### src/rtl/uart_rx_pkg.sv
package uart_rx_pkg;
  localparam int DW      = 8;
  localparam int MIN_LEN = 5;

  typedef enum logic [2:0] {
    S_IDLE, S_START, S_DATA, S_PAR, S_STOP1, S_STOP2
  } rx_state_t;

  typedef struct packed {
    logic [DW-1:0] data;
    logic          perr;
    logic          ferr;
    logic          brk;
  } rx_char_t;
endpackage

### src/rtl/uart_rx_sync.sv
module uart_rx_sync #(
  parameter int STAGES = 2
) (
  input  logic clk,
  input  logic rst_n,
  input  logic din,
  output logic dout
);
  logic [STAGES-1:0] pipe;

  generate
    if (STAGES == 1) begin : g_one
      always_ff @(posedge clk or negedge rst_n)
        if (!rst_n) pipe <= '1;
        else        pipe <= din;
    end else begin : g_many
      always_ff @(posedge clk or negedge rst_n)
        if (!rst_n) pipe <= '1;
        else        pipe <= {pipe[STAGES-2:0], din};
    end
  endgenerate

  assign dout = pipe[STAGES-1];
endmodule

### src/rtl/uart_rx_frame.sv
module uart_rx_frame
  import uart_rx_pkg::*;
#(
  parameter int OVS = 16
) (
  input  logic       clk,
  input  logic       rst_n,
  input  logic       tick,
  input  logic       rxd_s,
  input  logic [1:0] wlen,
  input  logic       par_en,
  input  logic       par_even,
  input  logic       two_stop,
  output logic       done,
  output rx_char_t   chr
);
  localparam int CW   = $clog2(OVS);
  localparam int HALF = OVS / 2;
  localparam int IW   = $clog2(DW);

  rx_state_t      state;
  logic [CW-1:0]  cnt;
  logic [IW-1:0]  idx;
  logic [DW-1:0]  shreg;
  logic           par_acc;
  logic           all_low;
  logic           stop_bad;
  logic           prev;

  logic [IW-1:0]  last_idx;
  logic           at_mid;
  logic           at_start_chk;
  logic           fin_low;
  logic           fin_ferr;

  assign last_idx     = IW'(MIN_LEN - 1) + IW'(wlen);
  assign at_mid       = tick && (cnt == CW'(OVS - 1));
  assign at_start_chk = tick && (cnt == CW'(HALF - 1));
  assign fin_low      = all_low & ~rxd_s;
  assign fin_ferr     = stop_bad | ~rxd_s;

  always_ff @(posedge clk or negedge rst_n) begin
    if (!rst_n) begin
      state    <= S_IDLE;
      cnt      <= '0;
      idx      <= '0;
      shreg    <= '0;
      par_acc  <= 1'b0;
      all_low  <= 1'b0;
      stop_bad <= 1'b0;
      prev     <= 1'b1;
      done     <= 1'b0;
      chr      <= '0;
    end else begin
      done <= 1'b0;
      prev <= rxd_s;
      case (state)
        S_IDLE: begin
          if (prev && !rxd_s) begin
            state <= S_START;
            cnt   <= '0;
          end
        end
        S_START: begin
          if (at_start_chk) begin
            cnt <= '0;
            if (!rxd_s) begin
              state    <= S_DATA;
              idx      <= '0;
              shreg    <= '0;
              par_acc  <= 1'b0;
              all_low  <= 1'b1;
              stop_bad <= 1'b0;
            end else begin
              state <= S_IDLE;
            end
          end else if (tick) begin
            cnt <= cnt + 1'b1;
          end
        end
        S_DATA: begin
          if (at_mid) begin
            cnt        <= '0;
            shreg[idx] <= rxd_s;
            par_acc    <= par_acc ^ rxd_s;
            all_low    <= all_low & ~rxd_s;
            if (idx == last_idx) state <= par_en ? S_PAR : S_STOP1;
            else                 idx   <= idx + 1'b1;
          end else if (tick) begin
            cnt <= cnt + 1'b1;
          end
        end
        S_PAR: begin
          if (at_mid) begin
            cnt     <= '0;
            par_acc <= par_acc ^ rxd_s;
            all_low <= all_low & ~rxd_s;
            state   <= S_STOP1;
          end else if (tick) begin
            cnt <= cnt + 1'b1;
          end
        end
        S_STOP1, S_STOP2: begin
          if (at_mid) begin
            cnt <= '0;
            if (state == S_STOP1 && two_stop) begin
              stop_bad <= ~rxd_s;
              all_low  <= fin_low;
              state    <= S_STOP2;
            end else begin
              state     <= S_IDLE;
              done      <= 1'b1;
              chr.brk   <= fin_low;
              chr.ferr  <= fin_ferr & ~fin_low;
              chr.perr  <= par_en & (par_acc ^ ~par_even) & ~fin_low;
              chr.data  <= fin_low ? '0 : shreg;
            end
          end else if (tick) begin
            cnt <= cnt + 1'b1;
          end
        end
        default: state <= S_IDLE;
      endcase
    end
  end

  // a start candidate that is high at the check point is abandoned
  a_r1_false_start: assert property (@(posedge clk) disable iff (!rst_n)
    (state == S_START && at_start_chk && rxd_s) |=> (state == S_IDLE && !done));

  // five-bit words never carry upper bits
  a_r3_upper_zero: assert property (@(posedge clk) disable iff (!rst_n)
    (done && wlen == 2'd0) |-> (chr.data[DW-1:MIN_LEN] == '0));

  // a break never reports parity or framing error
  a_r6_break_alone: assert property (@(posedge clk) disable iff (!rst_n)
    (done && chr.brk) |-> (!chr.ferr && !chr.perr && chr.data == '0));

  // a character completes only from a stop state
  a_r2_done_from_stop: assert property (@(posedge clk) disable iff (!rst_n)
    $rose(done) |-> ($past(state) == S_STOP1 || $past(state) == S_STOP2));
endmodule

### src/rtl/uart_rx_hold.sv
module uart_rx_hold
  import uart_rx_pkg::*;
(
  input  logic          clk,
  input  logic          rst_n,
  input  logic          done,
  input  rx_char_t      chr,
  input  logic          rd_ready,
  output logic          valid,
  output logic [DW-1:0] data,
  output logic          perr,
  output logic          ferr,
  output logic          brk,
  output logic          ovr
);
  logic take;
  assign take = valid && rd_ready;

  always_ff @(posedge clk or negedge rst_n) begin
    if (!rst_n) begin
      valid <= 1'b0;
      data  <= '0;
      perr  <= 1'b0;
      ferr  <= 1'b0;
      brk   <= 1'b0;
      ovr   <= 1'b0;
    end else begin
      if (take) begin
        valid <= 1'b0;
        perr  <= 1'b0;
        ferr  <= 1'b0;
        brk   <= 1'b0;
        ovr   <= 1'b0;
      end
      if (done) begin
        if (valid && !take) begin
          ovr <= 1'b1;
        end else begin
          valid <= 1'b1;
          data  <= chr.data;
          perr  <= chr.perr;
          ferr  <= chr.ferr;
          brk   <= chr.brk;
        end
      end
    end
  end

  // held character persists until read
  a_r7_valid_held: assert property (@(posedge clk) disable iff (!rst_n)
    (valid && !rd_ready) |=> valid);
  a_r7_data_stable: assert property (@(posedge clk) disable iff (!rst_n)
    (valid && !rd_ready) |=> $stable(data));
  // a read leaves no overrun behind
  a_r9_clear_on_read: assert property (@(posedge clk) disable iff (!rst_n)
    take |=> !ovr);
  // overrun arises only while a character is held
  a_r8_ovr_needs_full: assert property (@(posedge clk) disable iff (!rst_n)
    $rose(ovr) |-> $past(valid));
endmodule

### src/rtl/uart_rx_line.sv
module uart_rx_line
  import uart_rx_pkg::*;
#(
  parameter int OVS         = 16,
  parameter int SYNC_STAGES = 2
) (
  input  logic          clk,
  input  logic          rst_n,
  input  logic          rxd,
  input  logic          tick,
  input  logic [1:0]    cfg_wlen,
  input  logic          cfg_par_en,
  input  logic          cfg_par_even,
  input  logic          cfg_two_stop,
  input  logic          rx_ready,
  output logic          rx_valid,
  output logic [DW-1:0] rx_data,
  output logic [4:0]    line_status
);
  logic     rxd_s;
  logic     done;
  rx_char_t chr;
  logic     perr, ferr, brk, ovr;

  uart_rx_sync #(.STAGES(SYNC_STAGES)) u_sync (
    .clk(clk), .rst_n(rst_n), .din(rxd), .dout(rxd_s)
  );

  uart_rx_frame #(.OVS(OVS)) u_frame (
    .clk(clk), .rst_n(rst_n), .tick(tick), .rxd_s(rxd_s),
    .wlen(cfg_wlen), .par_en(cfg_par_en), .par_even(cfg_par_even),
    .two_stop(cfg_two_stop), .done(done), .chr(chr)
  );

  uart_rx_hold u_hold (
    .clk(clk), .rst_n(rst_n), .done(done), .chr(chr), .rd_ready(rx_ready),
    .valid(rx_valid), .data(rx_data), .perr(perr), .ferr(ferr),
    .brk(brk), .ovr(ovr)
  );

  assign line_status = {brk, ferr, perr, ovr, rx_valid};

  // nothing is reported straight out of reset
  a_r10_reset_quiet: assert property (@(posedge clk)
    $rose(rst_n) |-> (line_status == '0));
endmodule

### config.mk
export PLATFORM = sky130hd
export DESIGN_NAME = uart_rx_line
export DESIGN_NICKNAME = d
export VERILOG_FILES = /design/src/rtl/uart_rx_pkg.sv /design/src/rtl/uart_rx_sync.sv /design/src/rtl/uart_rx_frame.sv /design/src/rtl/uart_rx_hold.sv /design/src/rtl/uart_rx_line.sv
export SDC_FILE = /design/constraint.sdc
export NUM_CORES = 1
export LEC_CHECK = 0
export BUFFER_PORTS_ARGS = -buffer_cell sky130_fd_sc_hd__buf_4
export CORE_ASPECT_RATIO = 2
export CORE_MARGIN = 2
export CORE_UTILIZATION = 45
export CTS_CLUSTER_SIZE = 14
export DETAILED_ROUTE_END_ITERATION = 8
export GPL_ROUTABILITY_DRIVEN = 0
export SLEW_MARGIN = 25
export SYNTH_ARGS = -nofsm -noshare
export SYNTH_HDL_FRONTEND = slang
export SYNTH_SLANG_ARGS = --single-unit
### constraint.sdc
create_clock -name clk -period 3.75 [get_ports clk]
set_clock_uncertainty 0.15 [all_clocks]
set_input_delay 0.375 -clock clk [delete_from_list [all_inputs] [get_ports clk]]
set_output_delay 0.375 -clock clk [all_outputs]
set_load 0.005 [all_outputs]
# Word-level counts from Yosys, hierarchy flattened
# Index checks and enable logic that the tools add are counted.
[op_classes]
add_sub_neg = 3
magnitude_cmp = 2
n_eq_ne = 18
muxes = 59
bitwise = 12
reduce_logical = 27
[op_table]
columns = ["op", "count"]
rows = [
  ["$mux 3", 12],
  ["$mux 8", 4],
  ["$mux 1", 29],
  ["$mux 4", 4],
  ["$ne 2x1->1 const B", 8],
  ["$pmux 8 s2", 1],
  ["$pmux 3 s5", 1],
  ["$pmux 4 s3", 1],
  ["$reduce_and 6->1", 2],
  ["$reduce_and 5->1", 2],
  ["$bwmux 8", 1],
  ["$reduce_and 4->1", 2],
  ["$logic_and 1x1->1", 7],
  ["$eq 3x2->1 const B", 2],
  ["$eq 3x3->1 const B", 2],
  ["$pmux 3 s2", 1],
  ["$reduce_bool 2->1", 3],
  ["$reduce_bool 3->1", 2],
  ["$not 1->1", 5],
  ["$add 4x1->4 const B", 1],
  ["$and 1x1->1", 4],
  ["$eq 4x3->1 const B", 1],
  ["$eq 4x4->1 const B", 1],
  ["$lt 3x4->1 const B", 1],
  ["other kinds (18)", 24],
]
[word_totals]
ff_bits = 49
inputBits = 10

# Depth between registers and ports, before layout
[depth]
depth_word = 7
depth_mapped = 7

# Hierarchy
# A second synthesis with hierarchy kept.
[unflattened]
hier_cells = 256
hier_area_um2 = 2632.5
[modules_own_cells]
columns = ["module", "instances", "cells_each", "area_each_um2", "seq_area_each_um2"]
rows = [
  ["uart_rx_frame", 1, 218, 2025.7, 852.1],
  ["uart_rx_hold", 1, 31, 516.7, 325.3],
  ["uart_rx_sync", 1, 2, 52.6, 52.6],
  ["uart_rx_line", 1, 5, 37.5, 0.0],
]

# Worst setup path before layout
# OpenSTA, ideal clock, no wires.
[synth_timing]
path_type = "register -> register"
startpoint = "register u_frame.cnt[0]"
endpoint = "register u_frame.all_low"
arrival_time_ns = 1.722
setup_slack_ns = 1.744
path_stages_with_launch = 6
path_buffers = 0
path_cell_list = "dfrtp_1 > ha_1 > nand3_2 > or4b_4 > a2111oi_0 > o21ai_0"
[synth_between]
elab_chain_cells = 4
elab_cells_between_ends = 8
cone_classes = "5 x eq/ne; 3 x reduce/logical"
[synth_lines]
columns = ["element", "line_no", "source"]
rows = [
  ["start, declared", "uart_rx_frame.sv:22", "logic [CW-1:0] cnt;"],
  ["start signal, assigned", "uart_rx_frame.sv:78", "cnt <= cnt + 1'b1;"],
  ["start signal, assigned", "uart_rx_frame.sv:90", "cnt <= cnt + 1'b1;"],
  ["start signal, assigned", "uart_rx_frame.sv:100", "cnt <= cnt + 1'b1;"],
  ["$eq 4x4->1 or $eq 4x3->1 (tied branches)", "uart_rx_frame.sv:37, uart_rx_frame.sv:38", ""],
  ["$logic_and 1x1->1 (on tied branches)", "uart_rx_frame.sv:37, uart_rx_frame.sv:38", ""],
  ["$ne 2x1->1 (no line)", "-", ""],
  ["$reduce_and 6->1 (no line) (*)", "-", ""],
  ["end signal, assigned", "uart_rx_frame.sv:86", "all_low <= all_low & ~rxd_s;"],
  ["end signal, assigned", "uart_rx_frame.sv:97", "all_low <= all_low & ~rxd_s;"],
  ["end signal, assigned", "uart_rx_frame.sv:108", "all_low <= fin_low;"],
  ["end, declared", "uart_rx_frame.sv:26", "logic all_low;"],
]
# Every way passes the cells marked *; elsewhere a longest branch is shown, timed or not.
# A chain may end at the register's enable or synchronous reset.

# Final worst setup path
[layout_timing]
startpoint = "register u_frame.state[1]"
endpoint = "register u_frame.state[1]"
[layout_between]
elab_chain_cells = 4
elab_cells_between_ends = 15
cone_classes = "11 x eq/ne; 1 x mux; 3 x reduce/logical"
[layout_lines]
columns = ["element", "line_no", "source"]
rows = [
  ["start, declared", "uart_rx_frame.sv:21", "rx_state_t state;"],
  ["start signal, assigned", "uart_rx_frame.sv:87", "if (idx == last_idx) state <= par_en ? S_PAR : S_STOP1;"],
  ["$eq 3x3->1", "uart_rx_frame.sv:57", "case (state)"],
  ["$reduce_or 2->1", "uart_rx_frame.sv:57", ""],
  ["$ne 2x1->1 (no line)", "-", ""],
  ["$reduce_and 6->1 (no line)", "-", ""],
]
# Several ways; a longest one is shown, not always the timed one.

==> results.md <==
- CTS Sinks: 49
- Initial DRC Count: between 40 and 50
- Mapped Area: between 0.002 and 0.003 mm²
- Biggest area consumer among synthesized cells: dfrtp_1
- Met2 Use GR: 0.312
- Post-route setup TNS: 0 ps
- Final worst path period need: around 2300 ps
- Total GRT Usage: 0.182
- Yosys warning count: 0
- MaxCap Viol Count: 0
- Final Hold Fails: 0
- Critical Path Start Type: register
- Post-synthesis cell count: about 260
- Worst reg2reg endpoint: u_frame.state[1]
- Distinct cells, synth: 54
- Layout area overhead: 10.2%
- Fillers: 515
- RSZ-0062 raised after global routing: false
- CTS Buffer Depth: 2
- Power per cell area: 469 mW/mm²
- EDFF count, synth: 0
- First-pass GRT wire length: 9000 µm
- DR DRC count: 0
- Largest net degree at the start of global routing: 50
- Sequential area share after synthesis: 0.481
- Max Fclk: about 440 MHz
- IO Count: 24
- Most frequent cells in the layout: 46 x dfrtp_1, 28 x o21ai_0, 28 x nand2_1
- Worst reg2reg startpoint: u_frame.state[1]
- Initial core utilization: 0.468
- Critical Path End Type: register
- Total global routing overflow: 0
- CTS tree: built
- Reg clk slew, reported paths: 90 ps
- DP Worst Slack: between 1500 and 2000 ps
- Gr busiest metal: met2
- Vias per inst: roughly 5.8
- Post-CTS resize count: 0
- Commonest register cell after synthesis: dfrtp_1
- Total Die Area: 0.00634 mm²
- Hold buffers post-CTS: 1
- Num CTS Buffers: 5
- Worst Path Max Fanout: 12
- Hold_ws: a little over 20 ps
- Die height: ~110 µm
- Layout Cells excl Fill: 330
- Fraction of registers with async set/reset: 1.00
- Static Leak: roughly 1.3 nW
- Top cells by area, synth: dfrtp_1 45%, o21ai_0 5.5%, mux2_2 4.4%
- Slew headroom: 0.532
- Worst Hold Depth: 1
- Status: finished clean
- HPWL Detailed: 3790 µm
- Rows: 38
- Hold EP: u_sync.pipe[0]
- Fraction of layout cells with a size suffix above 1: 0.200
- Port bufs: 23
- Mapped Nets: about 270
- Vias in the first global route: 1,877
- Commonest non-fill, non-tap cell in the layout: dfrtp_1
- Hold Path Class: in2reg
- Seq cells post-synth: between 40 and 50
- Post-DR wirelength/cell: 15.5 µm
- Worst setup path class: reg2reg
- Drt total wl: 5120 µm
- WP data arrival: about 2300 ps
- N_diodes: 0
- Hold path startpoint: rxd
- Die X: around 57 µm
- Mapped Avg Cell Area: about 9.9 µm²
- Design area: approximately 0.0028 mm²
- Reg2Reg Depth: 4
- Placed insts: ~320
- DR pass1 iterations: 4
- H-tree levels: 2
- Worst Tran Pin Value: between 700 and 800 ps
- Fin crit share: 0.602
- Final Net Count: around 290
- Final WS setup: between 1000 and 1500 ps
- Final setup vio count: 0
- Setup bufs post-CTS: 0
- Met3 usage: 0.0363
- Core box area: about 0.0055 mm²
- Met1 usage in global routing: 0.202
- Clock Latency Late Sink: about 310 ps
- CP Data Required Time: 3800 ps
- Total number of vias: 1,914
- Initial antenna violation count: 0
- Pins over their slew limit: 0
- Share of the synthesized area in the top cell type: 0.450
- Maximum VDD drop: between 0.3 and 0.4 mV
- Root buffer cell: clkbuf_8
- ANT nets after route: 0
- Worst R2R Setup Slack: 1490 ps
- Area after DPL: 0.00271 mm²
-- per-stage QoR --
step / utilization / total power, mW
after floorplan: - / 0.889
after detailed placement: 0.495 / 0.968
after global placement: 0.495 / 0.967
final: 0.516 / 1.32
after CTS: 0.516 / 1.34
after global routing: 0.516 / 1.42
-- how the worst max path moves through the flow --
stage / startpoint / endpoint / slack [ps] / cells after the start
6_report: u_frame.state[1] / u_frame.state[1] / 1490 / 4
5_1_grt: u_frame.cnt[0] / u_frame.chr[0] / 1260 / 5
4_1_cts: u_frame.state[1] / u_frame.idx[0] / 1490 / 4
3_5_place_dp: u_frame.state[1] / u_frame.idx[0] / 1500 / 4
3_3_place_gp: u_frame.state[1] / u_frame.idx[0] / 1510 / 4
2_1_floorplan: u_frame.cnt[0] / u_frame.all_low / 1740 / 5
-- synthesized netlist by cell type (6+ instances only) --
cell and instances:
nand2_1 28, nor2_1 6, a21oi_1 15, mux2_2 10
mux2i_1 6, inv_1 17, o21ai_0 28, a22oi_1 8
clkbuf_1 10, dfrtp_1 46
-- critical path, cell delays in order (launching register included) --
cell,delay [ps]
dfrtp_1,510
or3b_1,580
o21ai_0,450
a22oi_1,170
mux2_2,290
-- cell families (layout without fill, tap and decap cells) --
logic type | count (synthesis) | after routing | share of synthesized area
buffers and inverters | 37 | 48 | 0.0641
AOI/OAI and AO/OA | 77 | 77 | 0.195
DFF | 49 | 49 | 0.481
adders and majority gates | 5 | 5 | 0.0244
and+or+nand+nor | 71 | 71 | 0.155
muxes | 16 | 16 | 0.0675
xor gates and xnor gates | 4 | 4 | 0.0137
-- sequential cells by signal (all words and copies together) (netlist names) --
name	count
u_frame.state	3
u_frame.par_acc	1
u_hold.brk	1
u_hold.ovr	1
u_frame.stop_bad	1
u_frame.shreg	8
u_frame.idx	3
u_frame.done	1
u_hold.ferr	1
u_frame.prev	1
u_hold.data	8
u_hold.valid	1
u_hold.perr	1
u_frame.all_low	1
u_sync.pipe	2
u_frame.chr	11
u_frame.cnt	4
-- layout make-up --
cell class                      count  area [µm²]  share of cell area
Clock buffer                        5        68.8              0.0244
Clock inverter                      2        35.0              0.0124
Inverter                           17        63.8              0.0226
Multi-Input combinational cell    173        1160               0.413
Sequential cell                    49        1230               0.436
Tap cell                           60        75.1              0.0266
Timing Repair Buffer               24         183              0.0648
-- metal layers --
| metal | vias to the layer above | part of all wire |
|---|---|---|
| met3 | 14 | 0.029 |
| met5 | - | 0 |
| li1 | 947 | - |
| met1 | 917 | 0.38 |
| met4 | 0 | 0.034 |
| met2 | 36 | 0.56 |
-- power breakdown --
group	total (mW)	switching (mW)	leakage, nW	internal (mW)
clock network	0.367	0.173	0.0540	0.194
logic	0.357	0.203	0.620	0.154
registers	0.600	0.0441	0.603	0.555
total	1.32	0.420	1.28	0.904
Power figures use the tool's default switching activity.
